## config.mk

```make
export PLATFORM = sky130hd
export DESIGN_NAME = hdr_guid_check
export DESIGN_NICKNAME = d
export VERILOG_FILES = /design/src/rtl/hdr_guid_pkg.sv /design/src/rtl/hdr_sum.sv /design/src/rtl/guid_cap.sv /design/src/rtl/guid_screen.sv /design/src/rtl/guid_derive.sv /design/src/rtl/hdr_guid_check.sv
export SDC_FILE = /design/constraint.sdc
export NUM_CORES = 1
export LEC_CHECK = 0
export BUFFER_PORTS_ARGS = -buffer_cell sky130_fd_sc_hd__buf_4
export CAP_MARGIN = 30
export CORE_ASPECT_RATIO = 0.9
export CORE_UTILIZATION = 40
export CTS_BUF_LIST = sky130_fd_sc_hd__clkbuf_16
export DETAILED_ROUTE_END_ITERATION = 6
export PLACE_DENSITY = 0.63
export RECOVER_POWER = 100
export SKIP_CTS_REPAIR_TIMING = 1
export SYNTH_ARGS = -nofsm -noshare
export SYNTH_HDL_FRONTEND = slang
export SYNTH_SLANG_ARGS = --single-unit
```

## constraint.sdc

```tcl
create_clock -name clk_i -period 10 [get_ports clk_i]
set_clock_uncertainty 0.1 [all_clocks]
set_input_delay 0.5 -clock clk_i [delete_from_list [all_inputs] [get_ports clk_i]]
set_output_delay 0.5 -clock clk_i [all_outputs]
set_load 0.03 [all_outputs]
```

## src/rtl/hdr_guid_pkg.sv

```systemverilog
package hdr_guid_pkg;
  typedef logic [7:0]  byte_t;
  typedef logic [63:0] guid_t;

  // byte k of an identifier, byte 0 most significant
  function automatic byte_t gbyte(guid_t g, int k);
    return g[63-8*k -: 8];
  endfunction

  function automatic guid_t set_gbyte(guid_t g, int k, byte_t b);
    guid_t r;
    r = g;
    r[63-8*k -: 8] = b;
    return r;
  endfunction
endpackage

```

## src/rtl/hdr_sum.sv

```systemverilog
module hdr_sum #(
  parameter int IDX_W    = 8,
  parameter int LEN_OFS  = 0,
  parameter int CSUM_OFS = 1
) (
  input  logic             clk_i,
  input  logic             rst_ni,
  input  logic             take_i,
  input  logic             end_i,
  input  logic [IDX_W-1:0] idx_i,
  input  logic [7:0]       byte_i,
  output logic             ok_o
);
  localparam logic [IDX_W-1:0] LEN_IDX  = IDX_W'(LEN_OFS);
  localparam logic [IDX_W-1:0] CSUM_IDX = IDX_W'(CSUM_OFS);

  logic [7:0] sum_q, len_q, csum_q;
  logic [7:0] sum_n, len_n, csum_n, inv;
  logic [IDX_W:0] cnt;
  logic incl;

  always_comb begin
    len_n  = (idx_i == LEN_IDX)  ? byte_i : len_q;
    csum_n = (idx_i == CSUM_IDX) ? byte_i : csum_q;
    incl   = ({{(IDX_W > 8 ? IDX_W-8 : 0){1'b0}}, idx_i} < {{(IDX_W > 8 ? IDX_W-8 : 0){1'b0}}, len_n});
    sum_n  = sum_q + (incl ? byte_i : 8'h00);
    cnt    = {1'b0, idx_i} + 1'b1;
    inv    = ~(sum_n - csum_n);
    ok_o   = (inv == csum_n) && (cnt >= (IDX_W+1)'(len_n));
  end

  always_ff @(posedge clk_i or negedge rst_ni) begin
    if (!rst_ni) begin
      sum_q  <= '0;
      len_q  <= '0;
      csum_q <= '0;
    end else if (take_i) begin
      if (end_i) begin
        sum_q  <= '0;
        len_q  <= '0;
        csum_q <= '0;
      end else begin
        sum_q  <= sum_n;
        len_q  <= len_n;
        csum_q <= csum_n;
      end
    end
  end

  // a finished header leaves no residue for the next one
  a_r2_clear_after_end: assert property (@(posedge clk_i) disable iff (!rst_ni)
    take_i && end_i |=> sum_q == 8'h00 && len_q == 8'h00 && csum_q == 8'h00);
endmodule

```

## src/rtl/guid_cap.sv

```systemverilog
module guid_cap #(
  parameter int IDX_W    = 8,
  parameter int GUID_OFS = 2,
  parameter int CNT_OFS  = 10
) (
  input  logic             clk_i,
  input  logic             rst_ni,
  input  logic             take_i,
  input  logic             end_i,
  input  logic [IDX_W-1:0] idx_i,
  input  logic [7:0]       byte_i,
  output logic [63:0]      guid_o,
  output logic [7:0]       cnt_o
);
  localparam logic [IDX_W:0] G_LO  = (IDX_W+1)'(GUID_OFS);
  localparam logic [IDX_W:0] G_HI  = (IDX_W+1)'(GUID_OFS + 8);
  localparam logic [IDX_W-1:0] C_IDX = IDX_W'(CNT_OFS);

  logic [63:0] guid_q;
  logic [7:0]  cnt_q;
  logic        in_guid;

  always_comb begin
    in_guid = ({1'b0, idx_i} >= G_LO) && ({1'b0, idx_i} < G_HI);
    guid_o  = in_guid ? {guid_q[55:0], byte_i} : guid_q;
    cnt_o   = (idx_i == C_IDX) ? byte_i : cnt_q;
  end

  always_ff @(posedge clk_i or negedge rst_ni) begin
    if (!rst_ni) begin
      guid_q <= '0;
      cnt_q  <= '0;
    end else if (take_i) begin
      guid_q <= end_i ? '0 : guid_o;
      cnt_q  <= end_i ? '0 : cnt_o;
    end
  end
endmodule

```

## src/rtl/guid_screen.sv

```systemverilog
module guid_screen
  import hdr_guid_pkg::*;
#(
  parameter logic [63:0] DEFAULT_GUID = 64'h0000_0011_7500_0001
) (
  input  logic        ok_i,
  input  logic [63:0] raw_i,
  output logic        valid_o,
  output logic        dflt_o,
  output logic [63:0] guid_o
);
  logic legacy;
  guid_t fixed;

  always_comb begin
    valid_o = ok_i && (raw_i != '0) && (raw_i != '1);
    legacy  = (raw_i[63:40] == 24'h0);
    fixed   = raw_i;
    if (legacy) begin
      fixed = set_gbyte(fixed, 1, gbyte(raw_i, 3));
      fixed = set_gbyte(fixed, 2, gbyte(raw_i, 4));
      fixed = set_gbyte(fixed, 3, 8'h00);
      fixed = set_gbyte(fixed, 4, 8'h00);
    end
    guid_o = valid_o ? fixed : '0;
    dflt_o = valid_o && (raw_i == DEFAULT_GUID);
  end
endmodule

```

## src/rtl/guid_derive.sv

```systemverilog
module guid_derive
  import hdr_guid_pkg::*;
#(
  parameter int UNIT_W = 4
) (
  input  logic [63:0]       base_i,
  input  logic [7:0]        count_i,
  input  logic [UNIT_W-1:0] unit_i,
  output logic              en_o,
  output logic              err_o,
  output logic [63:0]       guid_o
);
  byte_t b5, b6, b7;
  logic [8:0] s7;
  guid_t g;

  always_comb begin
    b5    = gbyte(base_i, 5);
    b6    = gbyte(base_i, 6);
    b7    = gbyte(base_i, 7);
    en_o  = (unit_i != '0) && (count_i > 8'd1) && (8'(unit_i) <= count_i);
    s7    = {1'b0, b7} + 9'(unit_i);
    g     = set_gbyte(base_i, 7, s7[7:0]);
    err_o = 1'b0;
    if (s7[8]) begin
      g = set_gbyte(g, 6, b6 + 8'd1);
      if (b6 == 8'hFF) begin
        if (b5 == 8'hFF) err_o = 1'b1;
        else             g = set_gbyte(g, 5, b5 + 8'd1);
      end
    end
    guid_o = err_o ? '0 : g;
  end
endmodule

```

## src/rtl/hdr_guid_check.sv

```systemverilog
module hdr_guid_check #(
  parameter int          IDX_W        = 8,
  parameter int          UNIT_W       = 4,
  parameter int          LEN_OFS      = 0,
  parameter int          CSUM_OFS     = 1,
  parameter int          GUID_OFS     = 2,
  parameter int          CNT_OFS      = 10,
  parameter logic [63:0] DEFAULT_GUID = 64'h0000_0011_7500_0001
) (
  input  logic              clk_i,
  input  logic              rst_ni,
  input  logic              byte_valid_i,
  input  logic [7:0]        byte_data_i,
  input  logic              byte_last_i,
  input  logic [UNIT_W-1:0] unit_idx_i,
  input  logic [63:0]       base_guid_i,
  input  logic [7:0]        base_count_i,
  output logic              done_o,
  output logic              csum_ok_o,
  output logic [63:0]       guid_o,
  output logic              guid_valid_o,
  output logic              guid_default_o,
  output logic              carry_err_o,
  output logic [7:0]        guid_count_o
);
  localparam logic [IDX_W-1:0] IDX_MAX = '1;

  logic [IDX_W-1:0] idx_q;
  logic             take, fin;
  logic             sum_ok;
  logic [63:0]      raw_guid, scr_guid, der_guid;
  logic [7:0]       hdr_cnt;
  logic             scr_valid, scr_dflt, der_en, der_err;

  assign take = byte_valid_i;
  assign fin  = byte_valid_i && byte_last_i;

  always_ff @(posedge clk_i or negedge rst_ni) begin
    if (!rst_ni)              idx_q <= '0;
    else if (take) begin
      if (byte_last_i)        idx_q <= '0;
      else if (idx_q != IDX_MAX) idx_q <= idx_q + 1'b1;
    end
  end

  hdr_sum #(.IDX_W(IDX_W), .LEN_OFS(LEN_OFS), .CSUM_OFS(CSUM_OFS)) u_sum (
    .clk_i, .rst_ni, .take_i(take), .end_i(byte_last_i),
    .idx_i(idx_q), .byte_i(byte_data_i), .ok_o(sum_ok)
  );

  guid_cap #(.IDX_W(IDX_W), .GUID_OFS(GUID_OFS), .CNT_OFS(CNT_OFS)) u_cap (
    .clk_i, .rst_ni, .take_i(take), .end_i(byte_last_i),
    .idx_i(idx_q), .byte_i(byte_data_i), .guid_o(raw_guid), .cnt_o(hdr_cnt)
  );

  guid_screen #(.DEFAULT_GUID(DEFAULT_GUID)) u_scr (
    .ok_i(sum_ok), .raw_i(raw_guid),
    .valid_o(scr_valid), .dflt_o(scr_dflt), .guid_o(scr_guid)
  );

  guid_derive #(.UNIT_W(UNIT_W)) u_der (
    .base_i(base_guid_i), .count_i(base_count_i), .unit_i(unit_idx_i),
    .en_o(der_en), .err_o(der_err), .guid_o(der_guid)
  );

  always_ff @(posedge clk_i or negedge rst_ni) begin
    if (!rst_ni) begin
      done_o         <= 1'b0;
      csum_ok_o      <= 1'b0;
      guid_o         <= '0;
      guid_valid_o   <= 1'b0;
      guid_default_o <= 1'b0;
      carry_err_o    <= 1'b0;
      guid_count_o   <= '0;
    end else begin
      done_o <= fin;
      if (fin) begin
        csum_ok_o <= sum_ok;
        if (der_en) begin
          guid_o         <= der_guid;
          guid_valid_o   <= !der_err;
          guid_default_o <= 1'b0;
          carry_err_o    <= der_err;
          guid_count_o   <= der_err ? 8'd0 : 8'd1;
        end else begin
          guid_o         <= scr_guid;
          guid_valid_o   <= scr_valid;
          guid_default_o <= scr_dflt;
          carry_err_o    <= 1'b0;
          guid_count_o   <= scr_valid ? hdr_cnt : 8'd0;
        end
      end
    end
  end


  a_r10_done_after_last: assert property (@(posedge clk_i) disable iff (!rst_ni)
    byte_valid_i && byte_last_i |=> done_o);
  a_r10_hold_between: assert property (@(posedge clk_i) disable iff (!rst_ni)
    !done_o |-> $stable(guid_o) && $stable(guid_valid_o) && $stable(csum_ok_o));

  a_r8_err_zeroes: assert property (@(posedge clk_i) disable iff (!rst_ni)
    carry_err_o |-> guid_o == '0 && !guid_valid_o && guid_count_o == 8'd0);

  a_r3_valid_nonzero: assert property (@(posedge clk_i) disable iff (!rst_ni)
    guid_valid_o |-> guid_o != '0);

  a_r5_default_is_valid: assert property (@(posedge clk_i) disable iff (!rst_ni)
    guid_default_o |-> guid_valid_o && !carry_err_o);
endmodule

```

==> results.sh <==
export IMPL_grt_pass1_vias=10500
export IMPL_drc=0
export IMPL_detail_route_wl_per_cell_um=20.92
export IMPL_ys_warn_count=0
export IMPL_cts_tree="done"
export IMPL_multi_input_area_um2=6792
export IMPL_synth_top_area_cell="dfrtp_1"
export IMPL_areaGrowthSynthToFinish_pct=11.89
export IMPL_finalWorstPathRequiredPeriod_ps=7978
export IMPL_grt_util_met2_pct=36.25
export IMPL_grt_max_degree=79
export IMPL_syn_area_um2=12060
export IMPL_first_iter_violations=1165
export IMPL_die_height_um=166.7
export IMPL_antenna_found_initial=0
export IMPL_async_reset_ff_share_pct=100.0
export IMPL_core_rowCount=59
export IMPL_power_mw=3.040
export IMPL_ys_types=71
export IMPL_post_route_period_util_pct=79.78
export IMPL_cp_slowest_cell="clkbuf_1"
export IMPL_slew_violations=500
export IMPL_max_slew_margin_pct=-139.9
export IMPL_drt_vias_per_instance=6.090
export IMPL_clk_latency_ps=440
export IMPL_path_class="register to register"
export IMPL_globalRouteOverflowTotal=0
export IMPL_synth_top_family_by_area="compound AO/OA/AOI/OAI gates"
export IMPL_hold_path_class="input pin to register"
export IMPL_ant_nets=0
export IMPL_cts_sinks=180
export IMPL_ys_ff_latch=180
export IMPL_crit_path_start_kind="register"
export IMPL_wirelength_um=37950
export IMPL_synth_nets=1458
export IMPL_vias=11050
export IMPL_path_max_fanout=76
export IMPL_synth_top_cell_area_share_pct=37.36
export IMPL_start_util_pct=41.14
export IMPL_synth_common_cells="nand2_1, dfrtp_1, clkbuf_1"
export IMPL_top_usage_layer="met1"
export IMPL_place_ws_ps=3251
export IMPL_power_density_nw_per_um2=225.3
export IMPL_final_seq_area_um2=4504
export IMPL_fin_nets=1538
export IMPL_drive_above_1_share_pct=10.79
export IMPL_cp_end_kind="register"
export IMPL_gp_congestion=0.9026
export IMPL_track_usage_pct=24.73
export IMPL_synth_xor_area_share_pct=2.833
export IMPL_hold_violations=0
export IMPL_synth_mux_area_share_pct=2.864
export IMPL_violations="capacitance limit, slew limit"
export IMPL_max_slew_worst_pin_slew_ps=3599
export IMPL_p_leak_nw=5.662
export IMPL_outcome="finished with violations"
export IMPL_synth_edf_count=0
export IMPL_setup_viol=0
export IMPL_syn_avg_cell_area_um2=9.099
export IMPL_crit_arrival_ps=8200
export IMPL_drtPass1Iterations=5
export IMPL_cap_violations=9
export IMPL_peakVddDrop_v=0.0005121
export IMPL_clk_path_buf_depth=2
export IMPL_syn_inst=1325
export IMPL_synth_compound_area_share_pct=28.85
export IMPL_core_um2=29310
export IMPL_io_buffers=164
export IMPL_yosys_area_share_adder_pct=4.857
export IMPL_grt_pass1_wl_um=60260
export IMPL_setup_slack_ps=2022
export IMPL_path_cells="inv_1, ha_1, or4_1, nand3_1, clkbuf_1, nand4_1, a2111oi_1, nand3b_1, o31ai_1"
export IMPL_path_clk_slew_ps=70
export IMPL_cp_top_family="buffers and inverters"
export IMPL_ioPinCount=165
export IMPL_grt_use_met1_pct=36.96
export IMPL_dieArea_um2=30840
export IMPL_max_stage_delay_ps=2450
export IMPL_hold_ws_ps=282.3
export IMPL_met3_usage_pct=4.045
export IMPL_yosys_area_share_simple_pct=18.23
export IMPL_cts_root_buf="clkbuf_16"
export IMPL_synth_most_common_cell="nand2_1"
export IMPL_dp_final_hpwl_um=25910
export IMPL_max_freq_mhz=125.3
export IMPL_yosysSeqAreaShare_pct=37.36
export IMPL_crit_buf_inv=2
export IMPL_ys_dominant_reg_cell="dfrtp_1"
export IMPL_htree_levels=4
export IMPL_setup_tns_ps=0
export IMPL_fillCellCount=2927
export IMPL_rsz0062_at_grt="false"
export IMPL_fp_dieW_um=185.0
export IMPL_synth_area_top_cells="dfrtp_1, nand2_1, o2bb2ai_1"
export IMPL_antenna_cells=0
export IMPL_required_ps=10230
export IMPL_cts_buffers=17
==> layer usage <==
layer  routed length, um  share of wire [%]  vias to the layer above
met1               17980                 47                     5420
met2               16560                 44                      403
met5                   0                  0                        -
met4                 801                2.1                        0
li1                    -                  -                     5175
met3                2607                6.9                       50
==> cells by family (layout without fill, tap and decap cells) <==
kind of cell             count (synthesis)  after routing
AO/OA/AOI/OAI                          433            433
XOR/XNOR                                39             39
adder cells (fa/ha/maj)                 45             45
buffers and inverters                  142            235
flip-flops                             180            180
multiplexers                            34             34
AND/OR/NAND/NOR                        452            452
==> final timing paths <==
kind	start	to	slack, ps	cells past startpoint
setup / recovery	idx_q[0]	guid_default_o	2020	9
hold / removal	byte_valid_i	idx_q[6]	280	2
setup reg to reg	idx_q[0]	guid_default_o	2020	9
hold reg to reg	guid_count_o[3]	guid_count_o[3]	390	2
max in group asynchronous	rst_ni	guid_o[50]	3420	3
min in group asynchronous	rst_ni	u_sum.len_q[3]	1740	2
==> power breakdown <==
group	internal, mW	switching (mW)	leakage, nW	total (mW)
registers	0.826	0.137	2.38	0.963
logic	0.479	0.954	3.02	1.43
clock network	0.324	0.319	0.258	0.644
==> metrics by stage <==
step | std cells | cell area (um2) | util, %
floorplan | 1325 | 12060 | -
global placement | 1780 | 13430 | 45.81
detailed placement | 1780 | 13430 | 45.81
CTS | 1812 | 13970 | 47.68
global route | 1814 | 13490 | 46.03
finish | 1814 | 13490 | 46.03
==> placed cells by master (no fill, tap or decap), types with 16 or more instances in the layout <==
cell and n:
mux2i_1 30, inv_1 19, a21boi_0 17, o2bb2ai_1 82
o31ai_1 62, nand3_1 63, o21ai_0 26, xor2_1 19
nor2_1 42, buf_4 96, a2bb2oi_1 42, ha_1 42
nand2_1 202, a211o_1 16, clkbuf_16 17, nor4_1 21
clkbuf_1 84, a21oi_1 43, dfrtp_1 180, a22oi_1 65
nand4_1 55, xnor2_1 19
==> state kept, by name, summed over array words and instances (netlist names) <==
| register | flops |
|---|---|
| u_cap.guid_q | 64 |
| u_sum.csum_q | 7 |
| guid_count_o | 8 |
| guid_valid_o | 1 |
| u_cap.cnt_q | 8 |
| guid_default_o | 1 |
| idx_q | 8 |
| guid_o | 64 |
| u_sum.sum_q | 8 |
| u_sum.len_q | 8 |
| carry_err_o | 1 |
| csum_ok_o | 1 |
| done_o | 1 |
==> cell type report <==
type                            count  area share, %
Clock buffer                       17          3.153
Tap cell                          396          3.673
Inverter                           20         0.5565
Multi-Input combinational cell   1003          50.34
Timing Repair Buffer              183          7.995
Sequential cell                   180          33.39
Clock inverter                     15         0.8904
(Power assumes the default switching activity.)
